[src/rtl/psq_pkg.sv]
package psq_pkg;

  typedef enum logic [2:0] {
    PSQ_START = 3'd0,
    PSQ_RAMP  = 3'd1,
    PSQ_RUN   = 3'd2,
    PSQ_HALT  = 3'd3,
    PSQ_DOZE  = 3'd4
  } psq_mode_e;

  typedef enum logic [1:0] {
    CHG_OFF  = 2'd0,
    CHG_LOW  = 2'd1,
    CHG_HIGH = 2'd2
  } psq_chg_e;

  // Modes in which the power switch may be driven.
  function automatic logic psq_is_switching(input psq_mode_e m);
    return (m == PSQ_RAMP) || (m == PSQ_RUN);
  endfunction

  // Start-up charger current from mode and supply band.
  function automatic psq_chg_e psq_charge_pick(input psq_mode_e m,
                                               input logic hv,
                                               input logic lc,
                                               input logic on);
    psq_chg_e c;
    c = CHG_OFF;
    if (m == PSQ_START) begin
      if (!hv)      c = CHG_OFF;
      else if (!lc) c = CHG_LOW;
      else if (!on) c = CHG_HIGH;
      else          c = CHG_OFF;
    end else if (m == PSQ_DOZE) begin
      if (hv && !on) c = CHG_HIGH;
    end
    return c;
  endfunction

endpackage

[src/rtl/psq_softstart.sv]
module psq_softstart #(
  parameter int unsigned SS_CYC = 850000
) (
  input  logic clk,
  input  logic rst_n,
  input  logic supply_ok,
  input  logic armed,
  output logic done
);
  localparam int unsigned W = $clog2(SS_CYC + 1);

  logic [W-1:0] cnt;

  always_ff @(posedge clk or negedge rst_n) begin
    if (!rst_n)                         cnt <= '0;
    else if (!supply_ok)                cnt <= '0;
    else if (armed && cnt != W'(SS_CYC)) cnt <= cnt + 1'b1;
  end

  assign done = (cnt == W'(SS_CYC));
endmodule

[src/rtl/psq_fault_filter.sv]
module psq_fault_filter #(
  parameter int unsigned FLT_CYC = 100000
) (
  input  logic clk,
  input  logic rst_n,
  input  logic enable,
  input  logic bo,
  input  logic op,
  output logic bo_trip,
  output logic op_trip
);
  localparam int unsigned W = $clog2(FLT_CYC + 1);

  logic [W-1:0] cnt;
  logic held, last;

  assign held = enable && (bo || op);
  assign last = (cnt == W'(FLT_CYC - 1));

  always_ff @(posedge clk or negedge rst_n) begin
    if (!rst_n)     cnt <= '0;
    else if (!held) cnt <= '0;
    else if (!last) cnt <= cnt + 1'b1;
  end

  assign bo_trip = held && last && bo;
  assign op_trip = held && last && !bo;
endmodule

[src/rtl/psq_surge_guard.sv]
module psq_surge_guard #(
  parameter int unsigned SURGE_REL = 64
) (
  input  logic clk,
  input  logic rst_n,
  input  logic surge,
  output logic block
);
  localparam int unsigned W = $clog2(SURGE_REL + 1);

  logic [W-1:0] cnt;
  logic         lat;

  always_ff @(posedge clk or negedge rst_n) begin
    if (!rst_n) begin
      lat <= 1'b0;
      cnt <= '0;
    end else if (surge) begin
      lat <= 1'b1;
      cnt <= W'(SURGE_REL - 1);
    end else if (lat) begin
      if (cnt == '0) lat <= 1'b0;
      else           cnt <= cnt - 1'b1;
    end
  end

  assign block = surge || lat;
endmodule

[src/rtl/pwr_mode_seq.sv]
module pwr_mode_seq #(
  parameter int unsigned SS_CYC    = 850000,
  parameter int unsigned FLT_CYC   = 100000,
  parameter int unsigned OCP_CYC   = 1000,
  parameter int unsigned REC_CYC   = 2500000,
  parameter int unsigned SURGE_REL = 64
) (
  input  logic       clk,
  input  logic       rst_n,
  input  logic       vcc_on_ok,
  input  logic       vcc_lc_ok,
  input  logic       vcc_rst_ok,
  input  logic       fb_ok,
  input  logic       opto_dis,
  input  logic       oc_trip,
  input  logic       bo_det,
  input  logic       op_det,
  input  logic       surge_det,
  input  logic       hv_ok,
  output logic [2:0] mode,
  output logic       sw_en,
  output logic [1:0] chg_sel
);
  import psq_pkg::*;

  localparam int unsigned HOLD_MAX = (REC_CYC > OCP_CYC) ? REC_CYC : OCP_CYC;
  localparam int unsigned HOLD_W   = $clog2(HOLD_MAX + 1);

  psq_mode_e          mode_q, mode_d;
  logic               first_q, first_d;
  logic               cause_bo_q, cause_bo_d;
  logic [HOLD_W-1:0]  hold_q, hold_d;

  // Named internal events (observed by the checker).
  logic ss_done, bo_trip, op_trip, surge_block, run_en;

  assign run_en = (mode_q == PSQ_RUN);

  psq_softstart #(.SS_CYC(SS_CYC)) u_ss (
    .clk(clk), .rst_n(rst_n), .supply_ok(vcc_rst_ok),
    .armed(first_q), .done(ss_done)
  );

  psq_fault_filter #(.FLT_CYC(FLT_CYC)) u_flt (
    .clk(clk), .rst_n(rst_n), .enable(run_en), .bo(bo_det), .op(op_det),
    .bo_trip(bo_trip), .op_trip(op_trip)
  );

  psq_surge_guard #(.SURGE_REL(SURGE_REL)) u_srg (
    .clk(clk), .rst_n(rst_n), .surge(surge_det), .block(surge_block)
  );

  always_comb begin
    mode_d     = mode_q;
    first_d    = first_q;
    cause_bo_d = cause_bo_q;
    hold_d     = hold_q;
    if (!vcc_rst_ok) begin
      mode_d     = PSQ_START;
      first_d    = 1'b1;
      cause_bo_d = 1'b0;
      hold_d     = '0;
    end else begin
      unique case (mode_q)
        PSQ_START: begin
          if (vcc_on_ok && fb_ok) mode_d = first_q ? PSQ_RAMP : PSQ_RUN;
        end
        PSQ_RAMP, PSQ_RUN: begin
          if (!vcc_lc_ok) begin
            mode_d = PSQ_DOZE;
            hold_d = '0;
          end else if (oc_trip) begin
            mode_d     = PSQ_HALT;
            hold_d     = HOLD_W'(OCP_CYC - 1);
            cause_bo_d = 1'b0;
          end else if (bo_trip) begin
            mode_d     = PSQ_HALT;
            hold_d     = HOLD_W'(REC_CYC - 1);
            cause_bo_d = 1'b1;
          end else if (op_trip) begin
            mode_d = PSQ_DOZE;
            hold_d = HOLD_W'(REC_CYC - 1);
          end else if (mode_q == PSQ_RAMP && ss_done) begin
            mode_d = PSQ_RUN;
          end
          if (mode_q == PSQ_RAMP && mode_d != PSQ_RAMP) first_d = 1'b0;
        end
        PSQ_HALT: begin
          if (opto_dis || !vcc_lc_ok) begin
            mode_d = PSQ_DOZE;
            hold_d = '0;
          end else if (hold_q == '0) begin
            mode_d = cause_bo_q ? PSQ_START : PSQ_RUN;
          end else begin
            hold_d = hold_q - 1'b1;
          end
        end
        PSQ_DOZE: begin
          if (hold_q != '0)   hold_d = hold_q - 1'b1;
          else if (!opto_dis) mode_d = PSQ_START;
        end
        default: mode_d = PSQ_START;
      endcase
    end
  end

  always_ff @(posedge clk or negedge rst_n) begin
    if (!rst_n) begin
      mode_q     <= PSQ_START;
      first_q    <= 1'b1;
      cause_bo_q <= 1'b0;
      hold_q     <= '0;
    end else begin
      mode_q     <= mode_d;
      first_q    <= first_d;
      cause_bo_q <= cause_bo_d;
      hold_q     <= hold_d;
    end
  end

  assign mode    = mode_q;
  assign sw_en   = psq_is_switching(mode_q) && !oc_trip && !surge_block;
  assign chg_sel = psq_charge_pick(mode_q, hv_ok, vcc_lc_ok, vcc_on_ok);
endmodule

[config.mk]
export PLATFORM = sky130hd
export DESIGN_NAME = pwr_mode_seq
export DESIGN_NICKNAME = d
export VERILOG_FILES = /design/src/rtl/psq_pkg.sv /design/src/rtl/psq_softstart.sv /design/src/rtl/psq_fault_filter.sv /design/src/rtl/psq_surge_guard.sv /design/src/rtl/pwr_mode_seq.sv
export SDC_FILE = /design/constraint.sdc
export NUM_CORES = 1
export LEC_CHECK = 0
export ABC_CLOCK_PERIOD_IN_PS = 4500
export CORE_MARGIN = 2
export CORE_UTILIZATION = 40
export CTS_CLUSTER_DIAMETER = 150
export CTS_CLUSTER_SIZE = 12
export DETAILED_ROUTE_END_ITERATION = 7
export HOLD_SLACK_MARGIN = 0.1
export SLEW_MARGIN = 0
export SYNTH_ARGS = -nofsm -noshare
export SYNTH_HDL_FRONTEND = slang
export SYNTH_HIERARCHICAL = 1
export SYNTH_SLANG_ARGS = --single-unit
[constraint.sdc]
create_clock -name clk -period 4.5 [get_ports clk]
set_input_delay 0.9 -clock clk [delete_from_list [all_inputs] [get_ports clk]]
set_output_delay 0.9 -clock clk [all_outputs]
set_load 0.005 [all_outputs]
## Word level (Yosys, flattened, before mapping)

Index checks and enable logic that the tools add are counted.

| cells by class | value |
|---|---|
| reduce and logical (&&, ||, !) cells | 31 |
| muxes and demuxes | 49 |
| equal/unequal tests | 23 |
| $add $sub $neg | 4 |

Operators with widths:

| operator | count |
|---|---|
| 22-bit 2-to-1 mux | 8 |
| 22-bit one-hot mux with 3 select lines | 1 |
| 20-bit 2-to-1 mux | 2 |
| 3-bit 2-to-1 mux | 13 |
| 17-bit 2-to-1 mux | 2 |
| 22-bit logical NOT | 1 |
| 22-bit nonzero test | 1 |
| 22-bit by 1-bit subtractor with 22-bit output (second input constant) | 1 |
| 7-bit 2-to-1 mux | 3 |
| 20-bit by 1-bit adder with 20-bit output (second input constant) | 1 |
| 20-bit equality test (second input constant) | 1 |
| 20-bit inequality test (second input constant) | 1 |
| 17-bit by 1-bit adder with 17-bit output (second input constant) | 1 |
| 17-bit equality test (second input constant) | 1 |
| 2-bit 2-to-1 mux | 8 |
| 3-bit inequality test (second input constant) | 4 |
| 3-bit one-hot mux with 4 select lines | 1 |
| 1-bit logical AND | 11 |
| 1-bit 2-to-1 mux | 11 |
| 4-bit inequality test (second input constant) | 2 |
| 4-bit AND reduction | 2 |
| 7-bit logical NOT | 1 |
| 7-bit by 1-bit subtractor with 7-bit output (second input constant) | 1 |
| 3-bit by 2-bit equality test with 1-bit output (second input constant) | 2 |
| 14 further kinds | 27 |

| word-level totals | value |
|---|---|
| output and inout port bits | 6 |
| flip-flop bits (word level) | 72 |
| logic and storage cells | 115 |
| input port bits | 12 |

## Logic depth before layout (Yosys ltp)

| logic depth | value |
|---|---|
| depth in word-level cells | 15 |
| depth in mapped cells | 12 |
| mapped depth without buffers | 11 |

## Cells and area by module

Netlist, hierarchy kept.

Modules (own cells, without submodules):

| module | cells an instance | area each (um^2) | seq. area each (um^2) | times used |
|---|---|---|---|---|
| pwr_mode_seq | 243 | 2030.7 | 676.9 | 1 |
| psq_softstart | 113 | 1186.1 | 500.5 | 1 |
| psq_fault_filter | 92 | 925.9 | 425.4 | 1 |
| psq_surge_guard | 43 | 427.9 | 200.2 | 1 |

## Least setup slack after synthesis

OpenSTA, ideal clock, no wires.

| timing | value |
|---|---|
| kind | flip-flop to flip-flop |
| start | register mode_q[2] (netlist: mode[2]) |
| end | register hold_q[10] |
| buffers on the path | 3 |
| data arrival time | 3.175 ns |
| period minus slack after synthesis | 3.258 ns |
| slack | 1.242 ns |
| library setup time | 0.082 ns |
| stages on the path, launching flop included | 13 |
| data required time | 4.418 ns |
| cells stage by stage | dfrtp_1 > buf_2 > clkbuf_1 > nor3_1 > o21ai_1 > nor4b_1 > and4_2 > and2_1 > or3_1 > o31ai_2 > or4_1 > buf_2 > o22ai_1 |

| between the ends | value |
|---|---|
| word-level cells in the longest chain between the ends | 9 |
| elaborated cells on any way between the ends | 19 |
| those cells by class | eq/ne: 8; mux: 5; reduce/logical: 6 |

RTL lines:

| element | RTL line | RTL |
|---|---|---|
| start: declaration | pwr_mode_seq.sv:29 | `psq_mode_e mode_q, mode_d;` |
| start signal: assignment | pwr_mode_seq.sv:114 | `mode_q <= mode_d;` |
| 3-bit by 2-bit equality test with 1-bit output (*) | pwr_mode_seq.sv:37 | `assign run_en = (mode_q == PSQ_RUN);` |
| net run_en | pwr_mode_seq.sv:35 | `logic ss_done, bo_trip, op_trip, surge_block, run_en;` |
| 1-bit logical AND (*) | psq_fault_filter.sv:17 | `assign held = enable && (bo \|\| op);` |
| 1-bit logical AND (*) (2 in series) | psq_fault_filter.sv:26 | `assign bo_trip = held && last && bo;` |
| net bo_trip | pwr_mode_seq.sv:35 |  |
| 22-bit 2-to-1 mux | pwr_mode_seq.sv:76 | `end else if (bo_trip) begin` |
| 22-bit 2-to-1 mux | pwr_mode_seq.sv:72 | `end else if (oc_trip) begin` |
| 22-bit 2-to-1 mux | pwr_mode_seq.sv:69 | `if (!vcc_lc_ok) begin` |
| 22-bit one-hot mux with 3 select lines | pwr_mode_seq.sv:64 | `unique case (mode_q)` |
| 22-bit 2-to-1 mux | pwr_mode_seq.sv:58 | `if (!vcc_rst_ok) begin` |
| end signal: assignment | pwr_mode_seq.sv:117 | `hold_q <= hold_d;` |
| end: declaration | pwr_mode_seq.sv:32 | `logic [HOLD_W-1:0] hold_q, hold_d;` |

The timed path passes the listed nets; every way through them passes the cells marked *.
A chain may end at the register's enable or synchronous reset.

## Final worst setup path

| timing | value |
|---|---|
| start | input port surge_det |
| end | output port sw_en |

| between the ends | value |
|---|---|
| word-level cells in the longest chain between the ends | 3 |

RTL lines:

| element | RTL line | RTL |
|---|---|---|
| start: declaration | pwr_mode_seq.sv:18 | `input logic surge_det,` |
| 1-bit logical OR | psq_surge_guard.sv:27 | `assign block = surge \|\| lat;` |
| net surge_block | pwr_mode_seq.sv:35 |  |
| 1-bit logical NOT | pwr_mode_seq.sv:122 | `assign sw_en = psq_is_switching(mode_q) && !oc_trip && !surge_block;` |
| 1-bit logical AND | pwr_mode_seq.sv:122 |  |
| end: declaration | pwr_mode_seq.sv:21 | `output logic sw_en,` |

The timed path passes the listed nets, and every way through them passes these cells.

==> flow_summary.html <==
<table>
<tr><th>Metric</th><th>Value</th></tr>
<tr><th colspan="2">Outcome</th></tr>
<tr><td>Result of the run</td><td>finished clean</td></tr>
<tr><th colspan="2">Timing</th></tr>
<tr><td>Final setup vio count</td><td>0</td></tr>
<tr><td>Setup TNS</td><td>0 ns</td></tr>
<tr><td>Fin crit share</td><td>0.8027</td></tr>
<tr><td>Highest clock frequency the design can meet</td><td>0.2768 GHz</td></tr>
<tr><td>Final Hold Violating Endpoints</td><td>0</td></tr>
<tr><td>Unrepaired setup endpoints after global routing</td><td>false</td></tr>
<tr><td>Pins Over Slew Limit</td><td>0</td></tr>
<tr><td>Final worst slack</td><td>0.8876 ns</td></tr>
<tr><td>Min Tclk post-route</td><td>3.612 ns</td></tr>
<tr><td>Maximum clock skew at final layout</td><td>0.006215 ns</td></tr>
<tr><td>Worst-Margin Slew</td><td>0.9296 ns</td></tr>
<tr><td>Max-slew headroom at the worst pin</td><td>0.3803</td></tr>
<tr><th colspan="2">Final layout</th></tr>
<tr><td>Layout cell share with drive strength beyond 1</td><td>0.1109</td></tr>
<tr><td>Nets</td><td>527</td></tr>
<tr><td>P&amp;R area growth vs syn</td><td>13.74%</td></tr>
<tr><td>Number of antenna repair diodes</td><td>0</td></tr>
<tr><td>Utilization after layout</td><td>0.4612</td></tr>
<tr><th colspan="2">Drt</th></tr>
<tr><td>Number of design-rule violations left by the first detailed-router iteration</td><td>145</td></tr>
<tr><td>Via count</td><td>3839</td></tr>
<tr><td>DRC Markers</td><td>0</td></tr>
<tr><td>DRT Pass-1 Iters</td><td>5</td></tr>
<tr><td>Wire per inst</td><td>16.61 um</td></tr>
<tr><td>Vias per Instance</td><td>5.843</td></tr>
<tr><td>DRT Wirelength</td><td>10920 um</td></tr>
<tr><td>Number of antenna-violating nets in the routed design</td><td>0</td></tr>
<tr><th colspan="2">Die</th></tr>
<tr><td>DIE HEIGHT</td><td>110.9 um</td></tr>
<tr><td>Horiz. Die Dim</td><td>110.9 um</td></tr>
<tr><td>Area of the die</td><td>0.01230 mm^2</td></tr>
<tr><td>Number of I/O pins</td><td>18</td></tr>
<tr><td>Initial standard-cell utilization of the core</td><td>0.4055</td></tr>
<tr><td>Number of cell rows</td><td>39</td></tr>
<tr><td>Std-Cell Core Area</td><td>0.01127 mm^2</td></tr>
<tr><th colspan="2">Place</th></tr>
<tr><td>DP HPWL</td><td>7543 um</td></tr>
<tr><td>Worst slack, placed</td><td>0.5906 ns</td></tr>
<tr><td>Final weighted congestion in routability-driven placement</td><td>0.8116</td></tr>
<tr><td>Buffers on Ports</td><td>17</td></tr>
<tr><th colspan="2">Clock network</th></tr>
<tr><td>Inserted Clock Buffers</td><td>9</td></tr>
<tr><td>Clock latency reported for the late side of the worst-skew pair</td><td>0.33 ns</td></tr>
<tr><td>Post-CTS setup buffers</td><td>0</td></tr>
<tr><td>Cts hold-fix bufs</td><td>0</td></tr>
<tr><td>H-tree depth</td><td>3</td></tr>
<tr><td>Clock tree from TritonCTS</td><td>yes</td></tr>
<tr><td>Clock-pin transition on the worst setup and hold timing paths</td><td>0.05 ns</td></tr>
<tr><td>Post-CTS sizing</td><td>0</td></tr>
<tr><td>Clock root buffer</td><td>clkbuf_16</td></tr>
<tr><td>Max Root-Sink Buffers</td><td>2</td></tr>
<tr><td>Clock Sink Count</td><td>72</td></tr>
<tr><th colspan="2">Global route</th></tr>
<tr><td>Maximum number of pins on one net before global-route repair</td><td>73</td></tr>
<tr><td>Vias in the first global route</td><td>3855</td></tr>
<tr><td>Number of antenna violations at the first check in global routing</td><td>0</td></tr>
<tr><td>Total global routing overflow</td><td>0</td></tr>
<tr><td>Total routing usage reported by global routing</td><td>0.1887</td></tr>
<tr><td>Wire length of the first global-routing pass</td><td>19060 um</td></tr>
<tr><th colspan="2">Worst setup path</th></tr>
<tr><td>Arrival time of data at the critical path endpoint</td><td>2.71 ns</td></tr>
<tr><td>Critical path class</td><td>input pin to output pin</td></tr>
<tr><td>Critical path required time</td><td>3.60 ns</td></tr>
<tr><td>Setup crit start kind</td><td>input pin</td></tr>
<tr><td>Critical path peak fanout</td><td>9</td></tr>
<tr><td>Element type at the critical path end</td><td>output pin</td></tr>
<tr><th colspan="2">Job</th></tr>
<tr><td>Total of max-cap violations</td><td>0</td></tr>
<tr><th colspan="2">Synthesis</th></tr>
<tr><td>Warnings, synthesis</td><td>6</td></tr>
<tr><td>Avg Inst Size Synth</td><td>9.309 um^2</td></tr>
<tr><td>Number of nets produced by synthesis</td><td>509</td></tr>
<tr><td>Portion of the post-synthesis area used by sequential elements</td><td>0.3945</td></tr>
<tr><td>Top_reg_cell synth</td><td>dfrtp_1</td></tr>
<tr><td>Number of enable-type register cells in the synthesized netlist</td><td>0</td></tr>
<tr><td>Synth async-reset ratio</td><td>1.000</td></tr>
<tr><td>Synthesized instance count</td><td>491</td></tr>
<tr><td>Flip-flop and latch count after synthesis</td><td>72</td></tr>
<tr><td>Count of cell types in the netlist</td><td>77</td></tr>
<tr><td>Mapped Area</td><td>0.004571 mm^2</td></tr>
<tr><th colspan="2">Pwr</th></tr>
<tr><td>Total power density per cell area</td><td>449.4 mW/mm^2</td></tr>
<tr><td>Total Power</td><td>2.336 mW</td></tr>
<tr><td>Leakage Power</td><td>2.140 nW</td></tr>
<tr><td>Max IR drop VDD</td><td>224.1 uV</td></tr>
<tr><th colspan="2">Hold path</th></tr>
<tr><td>Hold/Removal Path Class</td><td>register to register</td></tr>
</table>
[stage by stage]
step | std cells | hold WS [ns] | instance area [um^2]
2_1_floorplan | 491 | 0.4934 | 4571
3_3_place_gp | 641 | 0.5284 | 4883
6_report | 657 | 0.5476 | 5199
4_1_cts | 657 | 0.5498 | 5199
5_1_grt | 657 | 0.5758 | 5199
3_5_place_dp | 641 | 0.5394 | 4883
[report_power, final]
group / leakage [nW] / internal (mW) / switching (mW)
Combinational: 1.02 / 0.313 / 0.521
Sequential: 0.965 / 0.684 / 0.0547
Clock: 0.154 / 0.500 / 0.263
[Yosys cell counts (3+ instances only)]
| cell type | instances | area, um^2 |
|---|---|---|
| o31ai_1 | 7 | 52.55 |
| nor4b_1 | 4 | 35.03 |
| a31oi_1 | 12 | 75.07 |
| a21boi_1 | 3 | 22.52 |
| o21ai_1 | 8 | 40.04 |
| ha_1 | 6 | 75.07 |
| buf_2 | 6 | 30.03 |
| or3_1 | 10 | 62.56 |
| xnor2_1 | 16 | 140.1 |
| and2_1 | 17 | 106.4 |
| a21oi_1 | 19 | 95.09 |
| nand4_1 | 10 | 62.56 |
| or4_4 | 5 | 56.30 |
| nor4_1 | 12 | 75.07 |
| xor2_1 | 13 | 113.9 |
| nand2_1 | 37 | 138.9 |
| a211oi_1 | 9 | 67.56 |
| nand2b_1 | 7 | 43.79 |
| mux2i_1 | 5 | 50.05 |
| clkbuf_1 | 8 | 30.03 |
| and4_1 | 4 | 35.03 |
| inv_1 | 21 | 78.83 |
| or4_1 | 4 | 30.03 |
| o31a_1 | 3 | 26.28 |
| o21a_1 | 5 | 37.54 |
| nand3_1 | 16 | 80.08 |
| nor3_1 | 17 | 85.08 |
| and3_1 | 8 | 50.05 |
| o22ai_1 | 9 | 56.30 |
| dfrtp_1 | 71 | 1777 |
| o21ai_0 | 18 | 90.09 |
| nor2_1 | 35 | 131.4 |
| nand4_4 | 3 | 63.81 |
| nor3b_1 | 5 | 37.54 |
[kinds of logic after synthesis]
family	Yosys count	synth area share
xor+xnor	29	0.05557
mux	6	0.01423
buf+inv	38	0.03614
compound gates	120	0.1777
fa+ha+maj	6	0.01642
flops	72	0.3945
simple gates	220	0.3055
[registers in the layout (all words and copies together) (netlist names)]
signal / count
cause_bo_q: 1
first_q: 1
hold_q: 22
mode: 3
u_flt/cnt: 17
u_srg/cnt: 7
u_srg/lat: 1
u_ss/cnt: 20
[worst paths after layout]
| check | start | end | slack (ns) | cells past startpoint |
|---|---|---|---|---|
| max | surge_det | sw_en | 0.89 | 4 |
| min | u_flt/cnt[16]$_DFFE_PN0P_ | u_flt/cnt[16]$_DFFE_PN0P_ | 0.55 | 2 |
| max reg2reg | mode[2]$_DFFE_PN0P_ | hold_q[10]$_DFFE_PN0P_ | 0.92 | 11 |
| min reg2reg | u_flt/cnt[16]$_DFFE_PN0P_ | u_flt/cnt[16]$_DFFE_PN0P_ | 0.55 | 2 |
| max in group asynchronous | rst_n | mode[0]$_DFFE_PN0P_ | 3.19 | 1 |
| min in group asynchronous | rst_n | u_ss/cnt[13]$_DFFE_PN0P_ | 0.70 | 1 |
[cells in the final DEF, fill, tap and decap left out, types with 4 or more instances in the layout]
master            n
dfrtp_1          71
xnor2_1          16
a211oi_1          9
a31oi_1          12
nor3b_1           5
o21ai_1           8
o21ai_0          18
nor4b_1           4
inv_1            21
ha_1              6
and3_1            8
or4_1             4
a21oi_1          19
xor2_1           13
clkbuf_16         9
o21a_1            5
or3_1            10
or4_4             5
o31ai_1           7
and2_1           17
nand2b_1          7
nand2_1          37
clkdlybuf4s50_1  16
nor3_1           17
and4_1            4
nand4_1          10
o22ai_1           9
mux2i_1           5
nand3_1          16
nor2_1           35
nor4_1           12
buf_4             8
[critical path, cell delays in order]
cell	delay [ns]
clkdlybuf4s50_1	0.55
or2_2	0.36
nor4_1	0.32
clkdlybuf4s50_1	0.58
[per-layer routing]
metal / vias up / GRT usage / wire [um]
met5: - / 0 / 0
met3: 10 / 0.03335 / 337
li1: 1876 / - / -
met4: 0 / 0.07667 / 170
met2: 72 / 0.3051 / 5205
met1: 1881 / 0.2515 / 5202
[cell type report]
cell class / count / area [um^2]
Fill cell: 1064 / 6073
Clock buffer: 13 / 250.2
Tap cell: 143 / 178.9
Clock inverter: 3 / 65.06
Sequential cell: 72 / 1803
Timing Repair Buffer: 24 / 220.2
Multi-Input combinational cell: 381 / 2603
Inverter: 21 / 78.83
(Power assumes the default switching activity.)
